[config.mk]
export PLATFORM = sky130hd
export DESIGN_NAME = chg_seq_ctrl
export DESIGN_NICKNAME = d
export VERILOG_FILES = /design/src/rtl/chg_seq_pkg.sv /design/src/rtl/chg_safety_timer.sv /design/src/rtl/chg_eoc_filter.sv /design/src/rtl/chg_status_enc.sv /design/src/rtl/chg_seq_ctrl.sv
export SDC_FILE = /design/constraint.sdc
export NUM_CORES = 1
export LEC_CHECK = 0
export BUFFER_PORTS_ARGS = -buffer_cell sky130_fd_sc_hd__buf_2
export CAP_MARGIN = 0
export CORE_ASPECT_RATIO = 0.6
export CORE_UTILIZATION = 45
export CTS_CLUSTER_SIZE = 28
export DETAILED_ROUTE_END_ITERATION = 8
export RECOVER_POWER = 100
export SLEW_MARGIN = 20
export SYNTH_ARGS = -nofsm -noshare
export SYNTH_HDL_FRONTEND = slang
export SYNTH_SLANG_ARGS = --single-unit
[constraint.sdc]
create_clock -name clk -period 3.1 [get_ports clk]
set_clock_uncertainty 0.1 [all_clocks]
set_input_delay 0.155 -clock clk [delete_from_list [all_inputs] [get_ports clk]]
set_output_delay 0.155 -clock clk [all_outputs]
set_load 0.005 [all_outputs]
[src/rtl/chg_seq_pkg.sv]
package chg_seq_pkg;

    typedef enum logic [2:0] {
        ST_IDLE    = 3'd0,
        ST_TRICKLE = 3'd1,
        ST_CC      = 3'd2,
        ST_CV      = 3'd3,
        ST_DONE    = 3'd4,
        ST_SUSP    = 3'd5,
        ST_FAULT   = 3'd6
    } chg_st_e;

    typedef enum logic [1:0] {
        PWR_OFF    = 2'b00,
        PWR_LINEAR = 2'b01,
        PWR_SW_CC  = 2'b10,
        PWR_SW_CV  = 2'b11
    } pwr_mode_e;

    typedef struct packed {
        chg_st_e st;
    } ctl_s;

endpackage

[src/rtl/chg_safety_timer.sv]
module chg_safety_timer #(
    parameter int FULL_LOG2 = 22,
    parameter int PRE_LOG2  = 19
) (
    input  logic clk,
    input  logic rst_n,
    input  logic clear_i,
    input  logic run_i,
    input  logic tick_i,
    output logic pre_exp_o,
    output logic full_exp_o
);
    localparam int CNT_W = FULL_LOG2 + 1;

    logic [CNT_W-1:0] cnt_d, cnt_q;

    // Saturates once the top bit is set so the limit stays visible.
    always_comb begin
        cnt_d = cnt_q;
        if (clear_i)
            cnt_d = '0;
        else if (run_i && tick_i && !cnt_q[FULL_LOG2])
            cnt_d = cnt_q + 1'b1;
    end

    always_ff @(posedge clk or negedge rst_n) begin
        if (!rst_n) cnt_q <= '0;
        else        cnt_q <= cnt_d;
    end

    assign pre_exp_o  = |cnt_q[FULL_LOG2:PRE_LOG2];
    assign full_exp_o = cnt_q[FULL_LOG2];

endmodule

[src/rtl/chg_eoc_filter.sv]
module chg_eoc_filter #(
    parameter int EOC_TICKS = 4
) (
    input  logic clk,
    input  logic rst_n,
    input  logic arm_i,
    input  logic flag_i,
    input  logic tick_i,
    output logic ok_o
);
    localparam int W = $clog2(EOC_TICKS + 1);
    localparam logic [W-1:0] LIM = W'(EOC_TICKS);

    logic [W-1:0] cnt_d, cnt_q;

    always_comb begin
        cnt_d = cnt_q;
        if (!arm_i || !flag_i)
            cnt_d = '0;
        else if (tick_i && cnt_q != LIM)
            cnt_d = cnt_q + 1'b1;
    end

    always_ff @(posedge clk or negedge rst_n) begin
        if (!rst_n) cnt_q <= '0;
        else        cnt_q <= cnt_d;
    end

    assign ok_o = (cnt_q == LIM);

endmodule

[src/rtl/chg_status_enc.sv]
module chg_status_enc
    import chg_seq_pkg::*;
(
    input  chg_st_e    st_i,
    output logic       stat1_o,
    output logic       stat2_o,
    output logic [1:0] mode_o
);
    logic [1:0] pair;

    always_comb begin
        pair   = 2'b11;
        mode_o = PWR_OFF;
        case (st_i)
            ST_TRICKLE: begin pair = 2'b00; mode_o = PWR_LINEAR; end
            ST_CC:      begin pair = 2'b00; mode_o = PWR_SW_CC;  end
            ST_CV:      begin pair = 2'b00; mode_o = PWR_SW_CV;  end
            ST_DONE:    pair = 2'b01;
            ST_FAULT:   pair = 2'b10;
            default:    pair = 2'b11;
        endcase
    end

    assign stat1_o = pair[1];
    assign stat2_o = pair[0];

endmodule

[src/rtl/chg_seq_ctrl.sv]
module chg_seq_ctrl
    import chg_seq_pkg::*;
#(
    parameter int FULL_LOG2 = 22,
    parameter int PRE_LOG2  = 19,
    parameter int EOC_TICKS = 4
) (
    input  logic       clk,
    input  logic       rst_n,
    input  logic       pwr_good,
    input  logic       en_n,
    input  logic       vbat_above_pre,
    input  logic       vbat_at_final,
    input  logic       vbat_below_rechg,
    input  logic       eoc_flag,
    input  logic       ovp_flag,
    input  logic       temp_ok,
    input  logic       batt_present,
    input  logic       osc_tick,
    input  logic       timer_off,
    output logic [1:0] mode,
    output logic       stat1,
    output logic       stat2
);
    ctl_s ctl_d, ctl_q;

    logic pre_exp, full_exp, eoc_ok;
    logic pre_to, full_to;
    logic tmr_clear, tmr_run;

    assign pre_to  = pre_exp  && !timer_off;
    assign full_to = full_exp && !timer_off;

    always_comb begin
        ctl_d = ctl_q;
        if (!pwr_good || en_n) begin
            ctl_d.st = ST_IDLE;
        end else if (ctl_q.st == ST_FAULT) begin
            ctl_d.st = ST_FAULT;
        end else if (!batt_present) begin
            ctl_d.st = ST_IDLE;
        end else begin
            case (ctl_q.st)
                ST_IDLE:  ctl_d.st = temp_ok ? ST_TRICKLE : ST_SUSP;
                ST_SUSP:  if (temp_ok) ctl_d.st = ST_TRICKLE;
                ST_DONE: begin
                    if (ovp_flag)              ctl_d.st = ST_FAULT;
                    else if (vbat_below_rechg) ctl_d.st = ST_CC;
                end
                ST_TRICKLE, ST_CC, ST_CV: begin
                    if (ovp_flag)      ctl_d.st = ST_FAULT;
                    else if (!temp_ok) ctl_d.st = ST_SUSP;
                    else if (ctl_q.st == ST_TRICKLE) begin
                        if (vbat_above_pre) ctl_d.st = ST_CC;
                        else if (pre_to)    ctl_d.st = ST_FAULT;
                    end else if (ctl_q.st == ST_CC) begin
                        if (full_to)            ctl_d.st = ST_FAULT;
                        else if (vbat_at_final) ctl_d.st = ST_CV;
                    end else begin
                        if (eoc_ok)       ctl_d.st = ST_DONE;
                        else if (full_to) ctl_d.st = ST_FAULT;
                    end
                end
                default: ctl_d.st = ST_IDLE;
            endcase
        end
    end

    always_ff @(posedge clk or negedge rst_n) begin
        if (!rst_n) ctl_q.st <= ST_IDLE;
        else        ctl_q    <= ctl_d;
    end

    assign tmr_clear = (ctl_d.st == ST_TRICKLE && ctl_q.st != ST_TRICKLE) ||
                       (ctl_d.st == ST_CC      && ctl_q.st != ST_CC);
    assign tmr_run   = (ctl_q.st == ST_TRICKLE) || (ctl_q.st == ST_CC) ||
                       (ctl_q.st == ST_CV);

    chg_safety_timer #(
        .FULL_LOG2 (FULL_LOG2),
        .PRE_LOG2  (PRE_LOG2)
    ) u_timer (
        .clk        (clk),
        .rst_n      (rst_n),
        .clear_i    (tmr_clear),
        .run_i      (tmr_run),
        .tick_i     (osc_tick),
        .pre_exp_o  (pre_exp),
        .full_exp_o (full_exp)
    );

    chg_eoc_filter #(
        .EOC_TICKS (EOC_TICKS)
    ) u_eoc (
        .clk    (clk),
        .rst_n  (rst_n),
        .arm_i  (ctl_q.st == ST_CV),
        .flag_i (eoc_flag),
        .tick_i (osc_tick),
        .ok_o   (eoc_ok)
    );

    chg_status_enc u_enc (
        .st_i    (ctl_q.st),
        .stat1_o (stat1),
        .stat2_o (stat2),
        .mode_o  (mode)
    );

endmodule

# Word level (Yosys, flattened, before mapping)
# Cells that the tools add are included.
[totals]
ff_bits = 29
output_inout_bits = 4
wordCells = 63
inputBits = 13
[op_classes]
n_addsub = 2
n_reduce_logical = 22
eq_ne = 12
n_mux = 24
[op_table]
columns = ["cell", "count"]
rows = [
  ["two-way mux 3 bit", 19],
  ["two-way mux 23 bit", 2],
  ["adder 23 x 1 -> 23 bit (second input constant)", 1],
  ["equality test 3 bit (second input constant)", 4],
  ["case mux 2 bit (3 select lines)", 2],
  ["case mux 3 bit (4 select lines)", 1],
  ["equality test 3 x 2 -> 1 bit (second input constant)", 3],
  ["logical AND 1 bit", 7],
  ["equality test 3 x 1 -> 1 bit (second input constant)", 2],
  ["zero test 1 bit", 5],
  ["logical OR 1 bit", 5],
  ["nonzero test 2 bit", 2],
  ["OR reduction 4 bit", 1],
  ["adder 3 x 1 -> 3 bit (second input constant)", 1],
  ["zero test 3 bit", 1],
  ["!= test 3 x 1 -> 1 bit (second input constant)", 1],
  ["!= test 3 x 2 -> 1 bit (second input constant)", 1],
  ["!= test 3 bit (second input constant)", 1],
  ["OR reduction 3 bit", 1],
]

# Logic depth before layout (Yosys ltp)
# Gate-level depths: netlist (run 1).
[depth]
word_depth = 16
depth_mapped = 9
ltp_nobuf = 8

# Hierarchy
# A second synthesis (run 1) with hierarchy kept.
[hier_totals]
cells_unflattened = 210
hier_area_um2 = 1943.1
[by_module_without_submodules]
columns = ["module", "n_inst", "cells_each", "seq_area_each_um2", "area_per_inst_um2"]
rows = [
  ["chg_safety_timer", 1, 128, 575.6, 1275.0],
  ["chg_seq_ctrl", 1, 58, 75.1, 434.2],
  ["chg_eoc_filter", 1, 19, 75.1, 197.7],
  ["chg_status_enc", 1, 5, 0.0, 36.3],
]

# Least setup slack after synthesis (run 1)
# OpenSTA, ideal clock, no wires.
[synth_timing]
path_type = "register to register"
startpoint = "register ctl_q[1] (netlist bit)"
endpoint = "register u_timer.cnt_q[22]"
slack_ns = 0.732
arrival_ns = 2.149
required_time_ns = 2.881
stages_incl_launch_ff = 9
setup_time_ns = 0.119
period_less_slack_ns = 2.368
cell_sequence = "dfrtp_1 buf_6 or4b_4 a22oi_1 o21ai_1 a2111o_1 a21oi_4 buf_6 nor2_2"
[synth_via]
elab_chain_len = 14
[synth_rtl]
columns = ["item", "line_no", "rtl"]
rows = [
  ["from (decl)", "chg_seq_ctrl.sv:25", "ctl_s ctl_d, ctl_q;"],
  ["from (signal assigned)", "chg_seq_ctrl.sv:71", "else ctl_q <= ctl_d;"],
  ["two-way mux 3 bit (on tied branches)", "chg_seq_ctrl.sv:61, chg_seq_ctrl.sv:58", ""],
  ["two-way mux 3 bit (on tied branches)", "chg_seq_ctrl.sv:60, chg_seq_ctrl.sv:57", ""],
  ["two-way mux 3 bit", "chg_seq_ctrl.sv:56", "end else if (ctl_q.st == ST_CC) begin"],
  ["two-way mux 3 bit", "chg_seq_ctrl.sv:53", "else if (ctl_q.st == ST_TRICKLE) begin"],
  ["two-way mux 3 bit", "chg_seq_ctrl.sv:52", "else if (!temp_ok) ctl_d.st = ST_SUSP;"],
  ["two-way mux 3 bit", "chg_seq_ctrl.sv:51", "if (ovp_flag) ctl_d.st = ST_FAULT;"],
  ["case mux 3 bit (4 select lines)", "chg_seq_ctrl.sv:43", "case (ctl_q.st)"],
  ["two-way mux 3 bit", "chg_seq_ctrl.sv:40", "end else if (!batt_present) begin"],
  ["two-way mux 3 bit", "chg_seq_ctrl.sv:38", "end else if (ctl_q.st == ST_FAULT) begin"],
  ["two-way mux 3 bit", "chg_seq_ctrl.sv:36", "if (!pwr_good || en_n) begin"],
  ["equality test 3 x 1 -> 1 bit or equality test 3 x 2 -> 1 bit (tied branches)", "chg_seq_ctrl.sv:74, chg_seq_ctrl.sv:75", ""],
  ["logical AND 1 bit (on tied branches)", "chg_seq_ctrl.sv:74, chg_seq_ctrl.sv:75", ""],
  ["logical OR 1 bit", "chg_seq_ctrl.sv:74", "assign tmr_clear = (ctl_d.st == ST_TRICKLE && ctl_q.st != ST_TRICKLE) ||"],
  ["two-way mux 23 bit or nonzero test 2 bit (tied branches)", "-", ""],
  ["to (signal assigned)", "chg_safety_timer.sv:28", "else cnt_q <= cnt_d;"],
  ["to (decl)", "chg_safety_timer.sv:15", "logic [CNT_W-1:0] cnt_d, cnt_q;"],
]
# Several ways; a longest one is shown, not always the timed one.
# A chain may end at the register's enable or synchronous reset.

# Worst setup path after layout (run 1)
[layout_timing]
startpoint = "register u_timer.cnt_q[19]"
endpoint = "register u_timer.cnt_q[20]"
[layout_via]
elab_chain_len = 15
[layout_rtl]
columns = ["item", "line_no", "rtl"]
rows = [
  ["OR reduction 4 bit", "chg_safety_timer.sv:31", "assign pre_exp_o = |cnt_q[FULL_LOG2:PRE_LOG2];"],
  ["logical AND 1 bit", "chg_seq_ctrl.sv:31", "assign pre_to = pre_exp && !timer_off;"],
  ["two-way mux 3 bit", "chg_seq_ctrl.sv:55", "else if (pre_to) ctl_d.st = ST_FAULT;"],
  ["two-way mux 3 bit", "chg_seq_ctrl.sv:54", "if (vbat_above_pre) ctl_d.st = ST_CC;"],
  ["two-way mux 3 bit", "chg_seq_ctrl.sv:53", ""],
  ["two-way mux 3 bit", "chg_seq_ctrl.sv:52", ""],
  ["two-way mux 3 bit", "chg_seq_ctrl.sv:51", ""],
  ["case mux 3 bit (4 select lines)", "chg_seq_ctrl.sv:43", ""],
  ["two-way mux 3 bit", "chg_seq_ctrl.sv:40", ""],
  ["two-way mux 3 bit", "chg_seq_ctrl.sv:38", ""],
  ["two-way mux 3 bit", "chg_seq_ctrl.sv:36", ""],
  ["equality test 3 x 1 -> 1 bit or equality test 3 x 2 -> 1 bit (tied branches)", "chg_seq_ctrl.sv:74, chg_seq_ctrl.sv:75", ""],
  ["logical AND 1 bit (on tied branches)", "chg_seq_ctrl.sv:74, chg_seq_ctrl.sv:75", ""],
  ["logical OR 1 bit", "chg_seq_ctrl.sv:74", ""],
  ["two-way mux 23 bit or nonzero test 2 bit (tied branches)", "-", ""],
]
# Several ways; a longest one is shown, not always the timed one. The select of a mux whose other input is x is not followed.

==> flow_metrics.env, run 1 <==
export IMPL_status="complete, but fails checks"
export IMPL_violations="design-rule violations, max-capacitance violations, max-slew violations"
export IMPL_finalHoldWorstSlack_ps=96.1
export IMPL_grt_total_usage_pct=19.9
export IMPL_final_cell_area_mm2=0.00197
export IMPL_drt_total_wl_mm=3.71
export IMPL_period_needed_ps=2560
export IMPL_detail_route_vias_per_cell=5.48
export IMPL_internal_power_mw=0.581
export IMPL_dpl_cell_area_mm2=0.00195
export IMPL_synth_cell_types=48
export IMPL_cts_tree="yes"
export IMPL_final_common_cell="nor2_1"
export IMPL_nets=233
export IMPL_dieHeight_um=51.2
export IMPL_rsz0062_at_grt="false"
export IMPL_required_ps=3160
export IMPL_synth_largest_area_cell="dfrtp_1"
export IMPL_h_tree_depth=2
export IMPL_synth_ff_type="dfrtp_1"
export IMPL_die_area_mm2=0.00430
export IMPL_crit_path_max_fanout=23
export IMPL_routedWlPerCell_um=14.0
export IMPL_layout_drive_gt1_share_pct=13.3
export IMPL_synthArstFlopShare_pct=100
export IMPL_clkLatencyLatePin_ps=270
export IMPL_leakage_nw=0.906
export IMPL_max_cap_violations=1
export IMPL_drc=2
export IMPL_syn_to_final_growth_pct=8.55
export IMPL_power_switching_mw=0.190
export IMPL_clockBufferDepth=2
export IMPL_post_cts_buffers=0
export IMPL_clockPowerShare_pct=37.4
export IMPL_reg2reg_slack_ps=540
export IMPL_synth_area_leaders="dfrtp_1 (40%), xor2_1 (7.7%), nor2_2 (6.9%)"
export IMPL_worstSetupPathType="reg -> reg"
export IMPL_syn_instance_count=195
export IMPL_synth_area_per_cell_um2=9.30
export IMPL_clockRootBuffer="clkbuf_8"
export IMPL_antenna_found_initial=0
export IMPL_cts_resized=0
export IMPL_diodes=0
export IMPL_numCtsBuffers=5
export IMPL_p_per_area_mw_per_mm2=392
export IMPL_num_vias=1452
export IMPL_syn_num_nets=211
export IMPL_fmax_ghz=0.391
export IMPL_worst_pin_slew_ps=1560
export IMPL_grt_max_degree=30
export IMPL_place_gp_congestion=0.974
export IMPL_vdd_drop_max_mv=0.310
export IMPL_yosysTopAreaCellShare_pct=40.0
export IMPL_ios=17
export IMPL_synth_edf_count=0
export IMPL_comb_power_share_pct=10.7
export IMPL_grt_ovfl_total=0
export IMPL_drtAntennaViolNets=0
export IMPL_netlist_area_mm2=0.00181
export IMPL_finalSetupViolCount=0
export IMPL_swShare_pct=24.7
export IMPL_core_mm2=0.00376
export IMPL_ys_ff_latch=29
export IMPL_dr_pass1_iters=6
export IMPL_final_period_utilization_pct=82.6
export IMPL_relSlewSlack_pct=-4.16
export IMPL_drv_slew=30
export IMPL_cp_start_kind="flop"
export IMPL_end_kind="flop"
export IMPL_synth_seq_area_share_pct=40.0
export IMPL_dp_final_hpwl_mm=2.80
export IMPL_final_hold_violation_count=0
export IMPL_portBuffers=16
export IMPL_final_cell_mix="nor2_1 (35), dfrtp_1 (29), xor2_1 (16), nand2_1 (16), buf_2 (12)"
export IMPL_hold_class="in -> reg"
export IMPL_drtIter0Drc=118
export IMPL_seqPwrFrac_pct=51.9
export IMPL_grt_pass1_vias=1455
export IMPL_grt_pass1_wl_mm=6.66
export IMPL_postCtsHoldBufs=1
export IMPL_clock_sinks=29
export IMPL_die_x_um=84.0
export IMPL_num_rows=17
export IMPL_fin_tns_setup_ps=0
export IMPL_path_clk_slew_ps=60
export IMPL_yosys_warnings=0
export IMPL_cp_arrival_ps=2610
export IMPL_start_util_pct=48.2
[critical path, stage by stage, from the launching register on]
cell and delay (ps):
dfrtp_1 410, or4_1 600, a221oi_1 300, a311oi_1 120
a2111o_1 410, a21oi_1 230, buf_12 200, nor2_1 60
[worst paths after layout]
check / startpoint / cells after the start / to
min in group asynchronous: rst_n / 2 / u_timer.cnt_q[17]
max: u_timer.cnt_q[19] / 7 / u_timer.cnt_q[20]
min: osc_tick / 3 / u_eoc.cnt_q[1]
min reg2reg: u_timer.cnt_q[9] / 2 / u_timer.cnt_q[9]
max reg2reg: u_timer.cnt_q[19] / 7 / u_timer.cnt_q[20]
max in group asynchronous: rst_n / 2 / ctl_q[0]
[power by group through the flow]
| stage | sequential, mW | combinational [mW] | clock, mW |
|---|---|---|---|
| floorplan | 0.404 | 0.0590 | 0 |
| detailed placement | 0.407 | 0.0901 | 0 |
| finish | 0.400 | 0.0828 | 0.288 |
| global route | 0.403 | 0.0953 | 0.317 |
| global placement | 0.406 | 0.0886 | 0 |
| CTS | 0.400 | 0.0920 | 0.300 |
[synthesized netlist by cell type (2+ instances only)]
master / number
dfrtp_1: 29
nor2_2: 20
nor2_1: 17
nand2_1: 16
xor2_1: 16
nand3_1: 8
xnor2_1: 8
inv_1: 7
nor2b_1: 7
a21oi_1: 6
nand4_1: 6
and3_1: 5
and2_1: 3
buf_6: 3
clkbuf_1: 3
ha_1: 3
nor4_1: 3
a311oi_1: 2
nand2b_1: 2
o21ai_0: 2
o21ai_1: 2
[final cells by class]
| class | count | area [um2] |
|---|---|---|
| Tap cell | 47 | 58.8 |
| Timing Repair Buffer | 21 | 121 |
| Multi-Input combinational cell | 153 | 955 |
| Fill cell | 360 | 1800 |
| Clock inverter | 2 | 10.0 |
| Inverter | 7 | 26.3 |
| Sequential cell | 29 | 726 |
| Clock buffer | 6 | 72.6 |
[through the flow]
stage               util (%)  worst slack, ps  total power, mW  cells
floorplan                  -              732            0.463    195
global placement        51.8              613            0.495    256
detailed placement      51.8              599            0.497    256
CTS                     54.3              592            0.792    265
global route            52.3              374            0.815    265
finish                  52.3              540            0.771    265
[sequential cells by signal, indices dropped and copies added, names as in the netlist]
register / flops
ctl_q: 3
u_eoc.cnt_q: 3
u_timer.cnt_q: 23
[metal layers]
layer | up-vias | global-route usage [%] | part of all wire [%]
met5 | - | 0 | 0
met4 | 0 | 5.17 | 0.38
met3 | 2 | 4.85 | 3.4
met2 | 24 | 29.5 | 41
met1 | 706 | 29.1 | 56
li1 | 720 | - | -
[cell families after synthesis]
kind of cell | after synthesis | share of synthesized area (%)
mux | 1 | 0.552
buf+inv | 13 | 3.93
compound gates | 28 | 12.4
xor+xnor | 24 | 11.6
fa+ha+maj | 3 | 2.07
flops | 29 | 40.0
simple gates | 97 | 29.4
(Power assumes the default switching activity.)
==> run 2: changes to the inputs <==
- PLACE_DENSITY: unset -> 0.66
- clock period: 3.1 -> 2.12 ns (I/O delays scaled with it)
==> flow_metrics.env, run 2 (synthesis results as in run 1) <==
export IMPL_worst_pin_slew_ps=735
export IMPL_grt_ovfl_total=0
export IMPL_swShare_pct=25.5
export IMPL_cp_slowest_stage_delay_ps=580
export IMPL_final_common_cell="dfrtp_1"
export IMPL_h_tree_depth=2
export IMPL_core_mm2=0.00376
export IMPL_cts_tree="yes"
export IMPL_violations="negative setup slack"
export IMPL_rsz0062_at_grt="true"
export IMPL_fmax_ghz=0.411
export IMPL_reg_top3="u_timer.cnt_q: 23 flops, ctl_q: 3 flops, u_eoc.cnt_q: 3 flops"
export IMPL_hold_end="u_eoc.cnt_q[1]"
export IMPL_place_ws_ps=-398
export IMPL_clock_sinks=29
export IMPL_worstPathCellList="or4b_4 > a221oi_4 > a311oi_2 > a2111o_1 > a21oi_4 > buf_12 > nor2_2"
export IMPL_die_x_um=84.0
export IMPL_cp_arrival_ps=2500
export IMPL_leakage_nw=1.06
export IMPL_final_core_util_pct=61.4
export IMPL_drc=0
export IMPL_r2r_end="u_timer.cnt_q[6]"
export IMPL_path_clk_slew_ps=60
export IMPL_p_per_area_mw_per_mm2=544
export IMPL_drt_total_wl_mm=4.24
export IMPL_ff2ff_path_depth=7
export IMPL_clkLatencyLatePin_ps=280
export IMPL_period_needed_ps=2430
export IMPL_portBuffers=16
export IMPL_num_vias=1602
export IMPL_status="complete, but fails checks"
export IMPL_crit_slowest_cell="or4b_4"
export IMPL_dieHeight_um=51.2
export IMPL_dr_pass1_iters=4
export IMPL_max_cap_violations=0
export IMPL_drtIter0Drc=142
export IMPL_comb_power_share_pct=13.1
export IMPL_whs_path_depth=3
export IMPL_cp_start_kind="flop"
export IMPL_diodes=0
export IMPL_vdd_drop_max_mv=0.319
export IMPL_fin_tns_setup_ps=-6890
export IMPL_num_rows=17
export IMPL_final_period_utilization_pct=115
export IMPL_relSlewSlack_pct=51.0
export IMPL_internal_power_mw=0.938
export IMPL_worstSetupPathType="reg -> reg"
export IMPL_largest_reg_flops=23
export IMPL_fin_cells=292
export IMPL_dpl_cell_area_mm2=0.00214
export IMPL_grt_total_usage_pct=22.5
export IMPL_reg2reg_slack_ps=-310
export IMPL_clockBufferDepth=2
export IMPL_syn_to_final_growth_pct=27.4
export IMPL_dp_final_hpwl_mm=3.22
export IMPL_place_gp_congestion=0.916
export IMPL_clockRootBuffer="clkbuf_8"
export IMPL_top_register="u_timer.cnt_q"
export IMPL_fin_ws_ps=-314
export IMPL_r2r_start="ctl_q[1]"
export IMPL_drv_slew=0
export IMPL_end_kind="flop"
export IMPL_final_hold_violation_count=0
export IMPL_dp_cells=281
export IMPL_detail_route_vias_per_cell=5.49
export IMPL_layout_drive_gt1_share_pct=35.1
export IMPL_power_switching_mw=0.320
export IMPL_antenna_found_initial=0
export IMPL_grt_max_degree=30
export IMPL_grt_pass1_wl_mm=7.20
export IMPL_grt_pass1_vias=1544
export IMPL_die_area_mm2=0.00430
export IMPL_final_cell_mix="dfrtp_1 (29), buf_4 (28), nor2_2 (19)"
export IMPL_final_cell_area_mm2=0.00231
export IMPL_seqPwrFrac_pct=46.3
export IMPL_hp_start="eoc_flag"
export IMPL_crit_path_max_fanout=16
export IMPL_numCtsBuffers=5
export IMPL_clockPowerShare_pct=40.6
export IMPL_finalSetupViolCount=23
export IMPL_nets=260
export IMPL_start_util_pct=48.2
export IMPL_required_ps=2190
export IMPL_hold_class="in -> reg"
export IMPL_drtAntennaViolNets=0
export IMPL_ios=17
export IMPL_routedWlPerCell_um=14.5
## run 2: per-layer routing
metal | up-vias | track usage, % | share of wire, %
met5 | - | 0 | 0
met4 | 0 | 8.05 | 1.7
met3 | 9 | 5.98 | 5.6
met2 | 43 | 35.7 | 43
met1 | 777 | 29.9 | 49
li1 | 773 | - | -
## run 2: area by class of cell
| type | count | area, um2 |
|---|---|---|
| inverter | 7 | 26.3 |
| multi-input combinational | 153 | 1060 |
| sequential | 29 | 726 |
| fill | 310 | 1450 |
| clock inverter | 1 | 5.00 |
| timing repair buffer | 48 | 338 |
| clock buffer | 7 | 96.3 |
| tap | 47 | 58.8 |
## run 2: how the worst max path moves through the flow
| stage | startpoint | end | cells past startpoint |
|---|---|---|---|
| final | ctl_q[1] | u_timer.cnt_q[6] | 7 |
| after global routing | ctl_q[1] | u_timer.cnt_q[12] | 7 |
| after CTS | ctl_q[0] | u_timer.cnt_q[12] | 7 |
| after detailed placement | ctl_q[0] | u_timer.cnt_q[22] | 7 |
| after global placement | ctl_q[0] | u_timer.cnt_q[20] | 7 |
| after floorplan | ctl_q[1] | u_timer.cnt_q[22] | 8 |
## run 2: metrics by stage
| step | total power, mW | hold slack, ps |
|---|---|---|
| floorplan | 0.677 | -290 |
| global placement | 0.739 | 56.9 |
| detailed placement | 0.746 | 72.8 |
| CTS | 1.27 | 39.6 |
| global route | 1.32 | 56.4 |
| finish | 1.26 | 41.9 |
## run 2: power groups by stage
stage	logic, mW	clock network (mW)	registers (mW)
6_report	0.165	0.510	0.583
5_1_grt	0.183	0.552	0.584
4_1_cts	0.159	0.528	0.583
3_5_place_dp	0.153	0	0.593
3_3_place_gp	0.148	0	0.592
2_1_floorplan	0.0863	0	0.591
## run 2: what timing repair did
item	in CTS	in global routing
setup endpoints to repair	23	23
hold buffers	1	0
cloned	0	0
pin swaps	1	3
gates resized for setup	3	6
setup buffers	1	1
endpoints found under the hold margin	29	0
## run 2: critical path, delay by kind of cell (launching register included)
kind	cells	cell delay (ps)
AOI/OAI and AO/OA	4	960
buffers and inverters	1	180
DFF	1	430
and+or+nand+nor	2	630
==> run 3: changes to the inputs <==
- PLACE_DENSITY: 0.66 -> 0.65
- SYNTH_HIERARCHICAL: unset -> 1
==> flow_metrics.env, run 3 <==
export IMPL_status="complete, but fails checks"
export IMPL_violations="negative setup slack"
export IMPL_die_area_mm2=0.00459
export IMPL_final_cell_mix="buf_4 (33), dfrtp_1 (29), buf_2 (15), nor2_1 (14)"
export IMPL_top_register="u_timer/cnt_q"
export IMPL_clock_sinks=29
export IMPL_cp_arrival_ps=2860
export IMPL_max_cap_violations=0
export IMPL_hold_class="in -> reg"
export IMPL_clockBufferDepth=2
export IMPL_drt_total_wl_mm=4.80
export IMPL_period_needed_ps=2740
export IMPL_drc=0
export IMPL_synth_edf_count=0
export IMPL_die_x_um=86.8
export IMPL_startpoint="u_timer/cnt_q[19]"
export IMPL_portBuffers=16
export IMPL_dr_pass1_iters=4
export IMPL_drtIter0Drc=85
export IMPL_end_kind="flop"
export IMPL_synthArstFlopShare_pct=100
export IMPL_core_mm2=0.00412
export IMPL_final_core_util_pct=63.4
export IMPL_reg_top3="u_timer/cnt_q: 23 flops, ctl_q: 3 flops, u_eoc/cnt_q: 3 flops"
export IMPL_leakage_nw=1.12
export IMPL_grt_pass1_wl_mm=8.13
export IMPL_largest_reg_flops=23
export IMPL_num_vias=1794
export IMPL_grt_total_usage_pct=24.1
export IMPL_detail_route_vias_per_cell=5.52
export IMPL_cp_start_kind="flop"
export IMPL_met2_usage_pct=35.2
export IMPL_busiest_layer="met1"
export IMPL_grt_pass1_vias=1692
export IMPL_netlist_top_cells_count="dfrtp_1 (29), nor2_1 (20), a21oi_1 (17), nand3_1 (11), nand4_1 (11)"
export IMPL_layout_drive_gt1_share_pct=41.1
export IMPL_h_tree_depth=2
export IMPL_routedWlPerCell_um=14.8
export IMPL_place_gp_congestion=0.883
export IMPL_yosysMostFrequentCell="dfrtp_1"
export IMPL_multiInputGateArea_mm2=0.00124
export IMPL_synth_seq_area_share_pct=37.3
export IMPL_p_per_area_mw_per_mm2=535
export IMPL_relSlewSlack_pct=48.8
export IMPL_rsz0062_at_grt="true"
export IMPL_syn_num_nets=226
export IMPL_synth_ff_type="dfrtp_1"
export IMPL_synth_cell_types=55
export IMPL_dieHeight_um=52.9
export IMPL_antenna_found_initial=0
export IMPL_numCtsBuffers=5
export IMPL_fmax_ghz=0.364
export IMPL_cts_tree="yes"
export IMPL_path_clk_slew_ps=60
export IMPL_diodes=0
export IMPL_fill_cells=351
export IMPL_met3_usage_pct=5.62
export IMPL_grt_max_degree=30
export IMPL_crit_path_max_fanout=6
export IMPL_vdd_drop_max_mv=0.360
export IMPL_finalHoldWorstSlack_ps=81.6
export IMPL_syn_to_final_growth_pct=34.6
export IMPL_num_rows=18
export IMPL_clkLatencyLatePin_ps=280
export IMPL_syn_instance_count=210
export IMPL_synth_area_per_cell_um2=9.25
export IMPL_drtAntennaViolNets=0
export IMPL_start_util_pct=47.1
export IMPL_dp_final_hpwl_mm=3.40
export IMPL_synth_largest_area_cell="dfrtp_1"
export IMPL_ys_ff_latch=29
export IMPL_synth_area_leaders="dfrtp_1 (37%), xor2_1 (4.5%), a21oi_1 (4.4%)"
export IMPL_worstSetupPathType="reg -> reg"
export IMPL_r2r_start="u_timer/cnt_q[19]"
export IMPL_final_common_cell="buf_4"
export IMPL_worst_pin_slew_ps=767
export IMPL_fin_ws_ps=-624
export IMPL_grt_ovfl_total=0
export IMPL_final_hold_violation_count=0
export IMPL_nets=280
export IMPL_yosysTopAreaCellShare_pct=37.3
export IMPL_yosys_warnings=6
export IMPL_finalSetupViolCount=23
export IMPL_grt_util_met1_pct=35.4
export IMPL_netlist_area_mm2=0.00194
export IMPL_hp_start="osc_tick"
export IMPL_final_period_utilization_pct=129
export IMPL_required_ps=2240
export IMPL_ios=17
export IMPL_clockRootBuffer="clkbuf_8"
export IMPL_ff_latch_area_um2=726
export IMPL_drv_slew=0
-- run 3: cell count changes in the layout (fill, tap and decap cells not counted), moves of 5 or more --
cell,before,now
nand2_1,16,9
nor2_2,19,5
a21oi_2,0,9
xor2_1,16,10
buf_4,28,33
nand4_1,6,11
xnor2_1,8,2
-- run 3: logic make-up (layout without fill, tap and decap cells) --
| kind of cell | count (synthesis) | in the layout | share of synthesized area [%] |
|---|---|---|---|
| compound gates | 47 | 47 | 16.9 |
| mux | 4 | 4 | 2.12 |
| xor+xnor | 12 | 12 | 5.41 |
| simple gates | 100 | 100 | 31.2 |
| buf+inv | 15 | 70 | 5.15 |
| fa+ha+maj | 3 | 3 | 1.93 |
| flops | 29 | 29 | 37.3 |
-- run 3: metal layers --
| layer | up-vias | routed length (um) |
|---|---|---|
| met2 | 44 | 1990 |
| li1 | 895 | - |
| met5 | - | 0 |
| met3 | 4 | 234 |
| met1 | 851 | 2540 |
| met4 | 0 | 31 |
-- run 3: cell type report --
| type | instances | share of cell area, % |
|---|---|---|
| Multi-Input combinational cell | 166 | 47.5 |
| Clock inverter | 1 | 1.15 |
| Timing Repair Buffer | 56 | 16.6 |
| Clock buffer | 7 | 3.30 |
| Inverter | 6 | 0.861 |
| Tap cell | 60 | 2.87 |
| Sequential cell | 29 | 27.8 |
-- run 3: per-stage QoR --
step | instance area (um2) | setup slack [ps] | TNS [ps] | cells | power (mW)
after global routing | 2620 | -711 | -11730 | 325 | 1.46
final | 2620 | -624 | -9950 | 325 | 1.40
after floorplan | 1940 | -467 | -5710 | 210 | 0.686
after CTS | 2510 | -694 | -10140 | 323 | 1.40
after global placement | 2270 | -704 | -9990 | 310 | 0.774
after detailed placement | 2270 | -684 | -9910 | 310 | 0.775
-- run 3: power by group --
| group | internal [mW] | switching [mW] | total [mW] |
|---|---|---|---|
| Combinational | 0.104 | 0.119 | 0.222 |
| Sequential | 0.570 | 0.0117 | 0.581 |
| Clock | 0.383 | 0.212 | 0.595 |
| Total | 1.06 | 0.342 | 1.40 |
-- run 3: path summary, 6_finish.rpt --
path | endpoint | slack [ps] | cells past startpoint
worst max-delay path | u_timer/cnt_q[19] | -620 | 11
worst min-delay path | u_eoc/cnt_q[2] | 80 | 3
worst max register to register | u_timer/cnt_q[19] | -620 | 11
worst min register to register | u_timer/cnt_q[5] | 460 | 2
max in group asynchronous | u_timer/cnt_q[21] | 1100 | 2
min in group asynchronous | u_timer/cnt_q[16] | 330 | 2
-- run 3: worst max-delay path, cell delays in order, from the launching register on --
cell and delay (ps):
dfrtp_1 380, or4_4 530, nor2b_4 150, o21ai_2 140
nand2_2 80, a31oi_4 200, mux2i_2 110, nor2_4 130
buf_6 130, o211ai_4 100, or4b_4 500, a21oi_2 120
-- run 3: what timing repair did --
action | CTS | global route
pin swaps | 11 | 13
setup endpoints to repair | 23 | 23
gates cloned | 1 | 0
hold buffers | 2 | 0
setup buffers | 3 | 2
resized for setup | 14 | 27
hold endpoints to repair | 30 | 0
